[src/rtl/pf_pkg.sv]
package pf_pkg;
  localparam int unsigned XLEN       = 32;
  localparam int unsigned LINE_WORDS = 4;
  localparam int unsigned LINE_W     = XLEN * LINE_WORDS;
  localparam int unsigned OFF_BITS   = $clog2(LINE_W / 8);
  localparam int unsigned LADDR_W    = XLEN - OFF_BITS;

  typedef logic [XLEN-1:0]    word_t;
  typedef logic [LINE_W-1:0]  line_t;
  typedef logic [LADDR_W-1:0] laddr_t;

  // one queue slot: address, word once known, and whether the word is present
  typedef struct packed {
    word_t pc;
    word_t instr;
    logic  rdy;
  } qent_t;

  typedef enum logic [1:0] {
    FA_IDLE,   // nothing done this cycle
    FA_HIT,    // word available now (cache or passing fill)
    FA_JOIN,   // line already outstanding, wait for it
    FA_MISS    // new line request needed
  } fetch_act_e;

  function automatic laddr_t line_of(input word_t a);
    return a[XLEN-1:OFF_BITS];
  endfunction

  function automatic word_t pick_word(input line_t l, input word_t a);
    return l[a[OFF_BITS-1:2] * XLEN +: XLEN];
  endfunction
endpackage

[src/rtl/pf_icache.sv]
module pf_icache
  import pf_pkg::*;
#(
  parameter int unsigned SETS = 8
) (
  input  logic   clk,
  input  logic   rst_n,
  input  laddr_t rd_line,
  output logic   rd_hit,
  output line_t  rd_data,
  input  logic   wr_en,
  input  laddr_t wr_line,
  input  line_t  wr_data
);
  localparam int unsigned IDX_W = $clog2(SETS);
  localparam int unsigned TAG_W = LADDR_W - IDX_W;

  logic [SETS-1:0]  vld_q;
  logic [TAG_W-1:0] tag_q  [SETS];
  line_t            data_q [SETS];

  logic [IDX_W-1:0] rd_idx, wr_idx;
  assign rd_idx = rd_line[IDX_W-1:0];
  assign wr_idx = wr_line[IDX_W-1:0];

  always_ff @(posedge clk or negedge rst_n) begin
    if (!rst_n)     vld_q <= '0;
    else if (wr_en) vld_q[wr_idx] <= 1'b1;
  end

  always_ff @(posedge clk) begin
    if (wr_en) begin
      tag_q[wr_idx]  <= wr_line[LADDR_W-1:IDX_W];
      data_q[wr_idx] <= wr_data;
    end
  end

  assign rd_hit  = vld_q[rd_idx] && (tag_q[rd_idx] == rd_line[LADDR_W-1:IDX_W]);
  assign rd_data = data_q[rd_idx];
endmodule

[src/rtl/pf_mshr.sv]
module pf_mshr
  import pf_pkg::*;
#(
  parameter int unsigned N = 4
) (
  input  logic   clk,
  input  logic   rst_n,
  input  laddr_t lk_line,
  output logic   lk_hit,
  output logic   full,
  input  logic   alloc_en,
  input  laddr_t alloc_line,
  input  logic   free_en,
  input  laddr_t free_line
);
  logic [N-1:0] vld_q;
  laddr_t       line_q [N];
  logic [N-1:0] lk_match, fr_match, slot_oh;

  for (genvar i = 0; i < N; i++) begin : g_cmp
    assign lk_match[i] = vld_q[i] && (line_q[i] == lk_line);
    assign fr_match[i] = vld_q[i] && (line_q[i] == free_line);
  end

  // lowest free slot
  always_comb begin
    slot_oh = '0;
    for (int i = 0; i < N; i++) begin
      if (!vld_q[i] && (slot_oh == '0)) slot_oh[i] = 1'b1;
    end
  end

  always_ff @(posedge clk or negedge rst_n) begin
    if (!rst_n) begin
      vld_q <= '0;
    end else begin
      for (int i = 0; i < N; i++) begin
        if (free_en && fr_match[i])      vld_q[i] <= 1'b0;
        else if (alloc_en && slot_oh[i]) vld_q[i] <= 1'b1;
      end
    end
  end

  always_ff @(posedge clk) begin
    for (int i = 0; i < N; i++) begin
      if (alloc_en && slot_oh[i]) line_q[i] <= alloc_line;
    end
  end

  assign lk_hit = |lk_match;
  assign full   = &vld_q;
endmodule

[src/rtl/pf_iqueue.sv]
module pf_iqueue
  import pf_pkg::*;
#(
  parameter int unsigned DEPTH = 16
) (
  input  logic   clk,
  input  logic   rst_n,
  input  logic   flush,
  input  logic   push_en,
  input  qent_t  push_ent,
  input  logic   pop_en,
  input  logic   wake_en,
  input  laddr_t wake_line,
  input  line_t  wake_data,
  output qent_t  head,
  output logic   head_ok,
  output logic   full
);
  localparam int unsigned PTR_W = $clog2(DEPTH);
  localparam int unsigned CNT_W = $clog2(DEPTH + 1);

  qent_t            slot_q [DEPTH];
  logic [PTR_W-1:0] wr_ptr, rd_ptr;
  logic [CNT_W-1:0] count;
  logic             do_push, do_pop;

  assign do_push = push_en && !flush;
  assign do_pop  = pop_en && !flush;

  // slot storage: a push claims the tail slot, a fill completes waiting slots
  always_ff @(posedge clk or negedge rst_n) begin
    if (!rst_n) begin
      for (int i = 0; i < DEPTH; i++) slot_q[i] <= '0;
    end else begin
      for (int i = 0; i < DEPTH; i++) begin
        if (do_push && (wr_ptr == PTR_W'(i))) begin
          slot_q[i] <= push_ent;
        end else if (wake_en && !slot_q[i].rdy &&
                     (line_of(slot_q[i].pc) == wake_line)) begin
          slot_q[i].instr <= pick_word(wake_data, slot_q[i].pc);
          slot_q[i].rdy   <= 1'b1;
        end
      end
    end
  end

  always_ff @(posedge clk or negedge rst_n) begin
    if (!rst_n) begin
      wr_ptr <= '0;
      rd_ptr <= '0;
      count  <= '0;
    end else if (flush) begin
      wr_ptr <= '0;
      rd_ptr <= '0;
      count  <= '0;
    end else begin
      if (do_push) wr_ptr <= wr_ptr + 1'b1;
      if (do_pop)  rd_ptr <= rd_ptr + 1'b1;
      if (do_push && !do_pop)      count <= count + 1'b1;
      else if (!do_push && do_pop) count <= count - 1'b1;
    end
  end

  assign head    = slot_q[rd_ptr];
  assign head_ok = (count != '0) && head.rdy;
  assign full    = (count == CNT_W'(DEPTH));
endmodule

[src/rtl/pf_frontend.sv]
module pf_frontend
  import pf_pkg::*;
#(
  parameter int unsigned Q_DEPTH    = 16,
  parameter int unsigned MSHR_N     = 4,
  parameter int unsigned CACHE_SETS = 8,
  parameter int unsigned STALL_W    = 32,
  parameter logic [31:0] RESET_PC   = 32'h0000_1000,
  parameter logic [31:0] NOP_WORD   = 32'h0000_0013
) (
  input  logic                clk,
  input  logic                rst_n,
  input  logic                redirect_valid,
  input  logic [31:0]         redirect_pc,
  output logic [31:0]         fetch_pc,
  input  logic [31:0]         pred_next_pc,
  output logic                mem_req_valid,
  input  logic                mem_req_ready,
  output logic [27:0]         mem_req_line,
  input  logic                mem_rsp_valid,
  input  logic [27:0]         mem_rsp_line,
  input  logic [127:0]        mem_rsp_data,
  output logic                dec_valid,
  input  logic                dec_ready,
  output logic [31:0]         dec_instr,
  output logic [31:0]         dec_pc,
  output logic [STALL_W-1:0]  stall_count
);
  word_t      pc_q;
  laddr_t     cur_line;
  logic       c_hit, m_hit, m_full, q_full, q_head_ok;
  line_t      c_data;
  logic       byp, fetch_ok, push, alloc, pop;
  fetch_act_e act;
  qent_t      push_ent, q_head;

  assign cur_line = line_of(pc_q);
  assign byp      = mem_rsp_valid && (mem_rsp_line == cur_line);
  assign fetch_ok = rst_n && !redirect_valid && !q_full;

  // lookup outcome for the current address
  always_comb begin
    act = FA_IDLE;
    if (fetch_ok) begin
      if (c_hit || byp) act = FA_HIT;
      else if (m_hit)   act = FA_JOIN;
      else if (!m_full) act = FA_MISS;
    end
  end

  assign mem_req_valid = (act == FA_MISS);
  assign mem_req_line  = cur_line;
  assign alloc         = mem_req_valid && mem_req_ready;
  assign push          = (act == FA_HIT) || (act == FA_JOIN) || alloc;

  always_comb begin
    push_ent.pc    = pc_q;
    push_ent.rdy   = (act == FA_HIT);
    push_ent.instr = (act == FA_HIT) ? pick_word(byp ? mem_rsp_data : c_data, pc_q) : '0;
  end

  always_ff @(posedge clk or negedge rst_n) begin
    if (!rst_n)              pc_q <= RESET_PC;
    else if (redirect_valid) pc_q <= redirect_pc;
    else if (push)           pc_q <= pred_next_pc;
  end
  assign fetch_pc = pc_q;

  pf_icache #(.SETS(CACHE_SETS)) cache_i (
    .clk     (clk),
    .rst_n   (rst_n),
    .rd_line (cur_line),
    .rd_hit  (c_hit),
    .rd_data (c_data),
    .wr_en   (mem_rsp_valid),
    .wr_line (mem_rsp_line),
    .wr_data (mem_rsp_data)
  );

  pf_mshr #(.N(MSHR_N)) mshr_i (
    .clk        (clk),
    .rst_n      (rst_n),
    .lk_line    (cur_line),
    .lk_hit     (m_hit),
    .full       (m_full),
    .alloc_en   (alloc),
    .alloc_line (cur_line),
    .free_en    (mem_rsp_valid),
    .free_line  (mem_rsp_line)
  );

  pf_iqueue #(.DEPTH(Q_DEPTH)) queue_i (
    .clk       (clk),
    .rst_n     (rst_n),
    .flush     (redirect_valid),
    .push_en   (push),
    .push_ent  (push_ent),
    .pop_en    (pop),
    .wake_en   (mem_rsp_valid),
    .wake_line (mem_rsp_line),
    .wake_data (mem_rsp_data),
    .head      (q_head),
    .head_ok   (q_head_ok),
    .full      (q_full)
  );

  // decode side
  assign dec_valid = q_head_ok && !redirect_valid;
  assign dec_instr = dec_valid ? q_head.instr : NOP_WORD;
  assign dec_pc    = q_head.pc;
  assign pop       = dec_valid && dec_ready;

  always_ff @(posedge clk or negedge rst_n) begin
    if (!rst_n)                       stall_count <= '0;
    else if (dec_ready && !dec_valid) stall_count <= stall_count + 1'b1;
  end
endmodule

[config.mk]
export PLATFORM = sky130hd
export DESIGN_NAME = pf_frontend
export DESIGN_NICKNAME = d
export VERILOG_FILES = /design/src/rtl/pf_pkg.sv /design/src/rtl/pf_icache.sv /design/src/rtl/pf_mshr.sv /design/src/rtl/pf_iqueue.sv /design/src/rtl/pf_frontend.sv
export SDC_FILE = /design/constraint.sdc
export NUM_CORES = 2
export LEC_CHECK = 0
export ABC_CLOCK_PERIOD_IN_PS = 6600
export CORE_AREA = 2 2 507 509
export DETAILED_ROUTE_END_ITERATION = 16
export DIE_AREA = 0 0 509 511
export PLACE_DENSITY_LB_ADDON = 0.08
export SLEW_MARGIN = 20
export SYNTH_ARGS = -nofsm -noshare
export SYNTH_HDL_FRONTEND = slang
export SYNTH_HIERARCHICAL = 1
export SYNTH_SLANG_ARGS = --single-unit
[constraint.sdc]
create_clock -name clk -period 6.6 [get_ports clk]
set_input_delay 1.32 -clock clk [delete_from_list [all_inputs] [get_ports clk]]
set_output_delay 1.32 -clock clk [all_outputs]
set_load 0.05 [all_outputs]
# Word-level counts from Yosys, hierarchy flattened
# Memories as Yosys holds them, arrays and structs flattened.
# Cells that the tools add are included.
# totals
reg_bits,1129
mem_bits_rw,1336
elab_cells,361
memories,3
# op_classes
add_sub_neg,5
n_lt_le_gt_ge,4
n_eq_ne,45
n_shift,17
muxes,86
bitwise_logic,2
n_reduce_logical,141
# mem_list
name,words,word_bits,read_ports,rd_clocked_by_memory_dff,wr,line_no,text
cache_i.data_q,8,128,1,0,1,pf_icache.sv:20,line_t data_q [SETS];
cache_i.tag_q,8,25,1,0,1,pf_icache.sv:19,logic [TAG_W-1:0] tag_q [SETS];
mshr_i.line_q,4,28,4,0,1,pf_mshr.sv:17,laddr_t line_q [N];
# ops
op,count
$shiftx 128x8->32,17
$mux 33,32
$eq 28x28->1,25
$bmux 65 s4,1
$mux 65,2
$mux 128,1
$mux 32,4
$mux 28,3
$reduce_or 28->1,3
$logic_and 1x1->1,81
$reduce_bool 2->1,23
$add 32x1->32 const B,1
$eq 4x4->1 const B,8
$mux 1,27
$eq 25x25->1,1
$logic_not 1->1,24
$eq 4x3->1 const B,4
$mux 4,4
$mux 5,3
$mux 2,7
$add 4x1->4 const B,2
$eq 4x2->1 const B,2
$lt 3x4->1 const B,2
$or 8x8->8,1
other kinds (19),22

# Depth between registers and ports, before layout
# depth
word_depth,15
depth_mapped,28
mapped_depth_nobuf,20

# Modules after synthesis
# Netlist, hierarchy kept.
# modules_own_cells
mod,n_inst,cells_each,area_each_um2,seq_area_each_um2
pf_iqueue,1,5811,69651.8,26350.3
pf_icache,1,1893,46522.1,36955.4
pf_frontend,1,798,6727.7,1602.8
pf_mshr,1,470,6160.9,3463.3

# Worst setup path after synthesis
# OpenSTA, ideal clock, no wires.
# synth_timing
path_type,input -> register
startpoint,in mem_rsp_line[0]
endpoint,reg cache_i.vld_q[0]
setup_time_ns,0.132
arrival_ns,12.847
required_time_ns,6.468
slack_ns,-6.379
path_stages,2
path_buffers,0
cell_sequence,nor3_1 > or2_2
# synth_between
elab_chain_cells,5
# synth_rtl
item,line_no,text
"start, declared",pf_frontend.sv:21,"input logic [27:0] mem_rsp_line,"
$lt 3x4->1 (implied by the code) or $ge 3x1->1 (tied branches),pf_icache.sv:28,else if (wr_en) vld_q[wr_idx] <= 1'b1;
$logic_and 1x1->1 (implied by the code),pf_icache.sv:28,
$mux 1 (implied by the code),pf_icache.sv:28,
$demux 1 s3 *,-,
$or 8x8->8 (no line) *,-,
"end signal, assigned",pf_icache.sv:27,if (!rst_n) vld_q <= '0;
"end signal, assigned by index",pf_icache.sv:28,
"end, declared",pf_icache.sv:18,logic [SETS-1:0] vld_q;
# Mark *: on every way between the ends. The rest lies on a longest branch, timed or not.
# A chain may end at the register's enable or synchronous reset.

==> out/results.tsv <==
metric	value	unit
simple-gate share of the synthesized area	6.92	%
Top FF cell, synth	edfxtp_1	
worst vdd ir	0.358	mV
Worst Setup End Kind	output port	
hold violation count in the final report	0	
hold crit path type	reg2reg	
# setup viols final	0	
Worst-path clk slew	0.06	ns
crit path max fanout	24	
Core ar.	255000	um2
status	finished, final reports clean	
most frequent cells in the layout	edfxtp_1, mux4_2, dfrtp_1	
DP HPWL	279000	um
Leak Pwr	53.9	nW
clock skew	0.0635	ns
I/O pins	384	
Avg Inst Size Synth	14.4	um2
IO Port Bufs	383	
commonest non-fill, non-tap cell in the layout	edfxtp_1	
Die Y	511	um
Seq/Total Area, Yosys	53.0	%
CTS Buffer Depth	4	
f_max	0.155	GHz
CP Capture Point	dec_instr[31]	
Post-DRT Antenna Nets	0	
H-Tree Level Count	5	
vias	86500	
Final Cycle Share	98.0	%
Worst R2R Start	fetch_pc[4]	
type of origin of the critical path	flop	
Die ar.	260000	um2
unrepaired setup endpoints after global routing	no	
mapped cell area	129000	um2
Reg2Reg Depth	19	
min-delay src	cache_i/vld_q[0]	
Max Cap Viol	0	
Reg-to-Reg End	queue_i/slot_q[800]	
DRC violations left	0	
Cell variety after synth	81	
Final Wtd Congestion	0.939	
CTS Root Cell	clkbuf_16	
Row Count	186	
Layout Cells excl Fill	12700	
initial antenna violation count	27	
min cycle time layout	6.47	ns
# hold bufs at CTS	0	
final wirelength	462000	um
reg2reg setup slack	0.49	ns
Worst-Margin Slew	1.24	ns
Yosys Warn Count	6	
drt pass-1 iters	6	
EDFF count, synth	1336	
fin worst setup slack	0.131	ns
Slew HR	17.2	%
pin count of the biggest net entering global routing	141	
Synth Area in Compound Gates	5.47	%
main combinational cell family by area after synthesis	multiplexers	
vias in the first global route	87200	
drt via density	6.83	
mux share of post-synthesis cell area	26.1	%
Initial Utilization	50.6	%
first-pass GRT wire length	659000	um
synth-to-layout area growth	13.1	%
Max Slew Vio Count	0	
Fillers	20100	
synthesized flop and latch total	2465	
Cells after DPL	12100	
worst-skew pair later-pin latency	0.98	ns
Worst EP required	5.28	ns
total grt overflow	0	
syn_nets	9211	
Iter 0 DRT Violations	10300	
FFs w/ async S/R, synth	45.8	%
post-CTS setup buffer count	0	
CTS tree	done	
Setup crit start	queue_i/rd_ptr[0]	
Post-Synth XOR/XNOR Area	4.88	%
die boundary width	509	um
pwr dens	307	nW/um2
WS Path Type	reg2out	
Overall Global Routing Usage	35.4	%
routed len/inst	36.4	um
Post-layout nets	9299	
pre-CTS setup slack	0.608	ns
CP arrival	5.15	ns
clock sink count	2465	
WHS	0.467	ns
share of cells above drive strength 1	30.0	%
adder-cell share of the synthesized area	0.132	%
Mapped Cells	8972	
cts bufs inserted	293	
-- cells by family (layout without fill, tap and decap cells) --
| kind of cell | Yosys count | count (layout) |
|---|---|---|
| AO/OA/AOI/OAI | 964 | 964 |
| XOR/XNOR | 718 | 718 |
| adder cells (fa/ha/maj) | 13 | 13 |
| buffers and inverters | 1059 | 1351 |
| flip-flops | 2465 | 2465 |
| multiplexers | 1903 | 1903 |
| other | 0 | 23 |
| AND/OR/NAND/NOR | 1850 | 1850 |
-- state kept, by name (all words and copies together) (netlist names) --
signal / cells
queue_i/slot_q: 1040
cache_i/data_q: 1024
cache_i/tag_q: 200
mshr_i/line_q: 112
fetch_pc: 32
stall_count: 32
cache_i/vld_q: 8
queue_i/count: 5
mshr_i/vld_q: 4
queue_i/rd_ptr: 4
queue_i/wr_ptr: 4
-- cells in the mapped netlist (all sizes together) (19+ instances only) --
master  count  area, um2
nand2b     73        457
nor3       75        375
mux2i     276       2760
xnor2     381       3340
edfxtp   1336      40100
nor2      273       1030
nand4     128        816
a21boi     94        706
xor2      337       2960
inv        93        349
nand2     863       3260
a21oi     131        656
a211oi    138       1040
dfrtp    1128      28200
mux2      507       5710
nand3      97        495
o21a      100        751
mux4     1120      25200
a31o       34        298
buf       308       1710
o221a     119       1340
nor2b      31        201
clkbuf    657       2470
and2       44        275
nor4      133       1120
or2        82        513
o22a       66        578
or4        19        143
o21ai     190        951
-- through the flow --
stage | power, mW | TNS, ns | instance area (um2) | utilization (%)
5_1_grt | 46.1 | 0 | 146000 | 57.1
3_3_place_gp | 28.9 | 0 | 137000 | 53.5
3_5_place_dp | 29.0 | 0 | 137000 | 53.5
4_1_cts | 44.9 | 0 | 146000 | 57.1
2_1_floorplan | 25.2 | -824.17 | 129000 | -
6_report | 44.8 | 0 | 146000 | 57.2
-- metal layers --
metal / part of all wire [%] / wire, um / track usage (%) / up-vias
met5: 0.023 / 107 / 0 / -
met2: 46 / 213000 / 54.2 / 5235
met1: 39 / 178000 / 47.9 / 45700
li1: - / - / - / 34400
met3: 9.3 / 43100 / 7.70 / 1130
met4: 6.0 / 27900 / 17.8 / 16
-- power by group --
| group | switching (mW) | total, mW | internal, mW |
|---|---|---|---|
| clock | 6.54 | 15.9 | 9.37 |
| combinational | 5.75 | 10.3 | 4.50 |
| sequential | 1.22 | 18.6 | 17.4 |
-- layout make-up --
class / count / area [um2] / share of cell area (%)
clock buffers: 402 / 8180 / 5.60
repair buffers: 758 / 7080 / 4.85
multi-input cells: 5448 / 56500 / 38.7
flip-flops and latches: 2465 / 68500 / 46.9
well taps: 3384 / 4230 / 2.90
diodes: 23 / 57.6 / 0.0394
clock inverters: 97 / 996 / 0.683
inverters: 94 / 355 / 0.244
-- worst min path at each step --
stage | slack (ns) | to | depth (start not counted)
global placement | 0.45 | cache_i/vld_q[2] | 1
detailed placement | 0.45 | cache_i/vld_q[5] | 1
floorplan | 0.43 | cache_i/vld_q[2] | 1
finish | 0.47 | cache_i/vld_q[0] | 1
CTS | 0.47 | cache_i/vld_q[6] | 1
global route | 0.48 | queue_i/slot_q[33] | 2
-- critical path: stages, from the launching register on --
cell,delay (ns)
dfrtp_4,0.70
mux4_2,0.44
mux4_2,0.28
o21a_1,0.47
nand2b_1,0.27
inv_4,0.47
and2_1,0.59
clkdlybuf4s50_1,0.96
-- repair_timing --
action / 4_1_cts / 5_1_grt
setup endpoints to repair: 3 / 0
endpoints found under the hold margin: 0 / 0
gates resized for setup: 2 / 0
(Power assumes the default switching activity.)
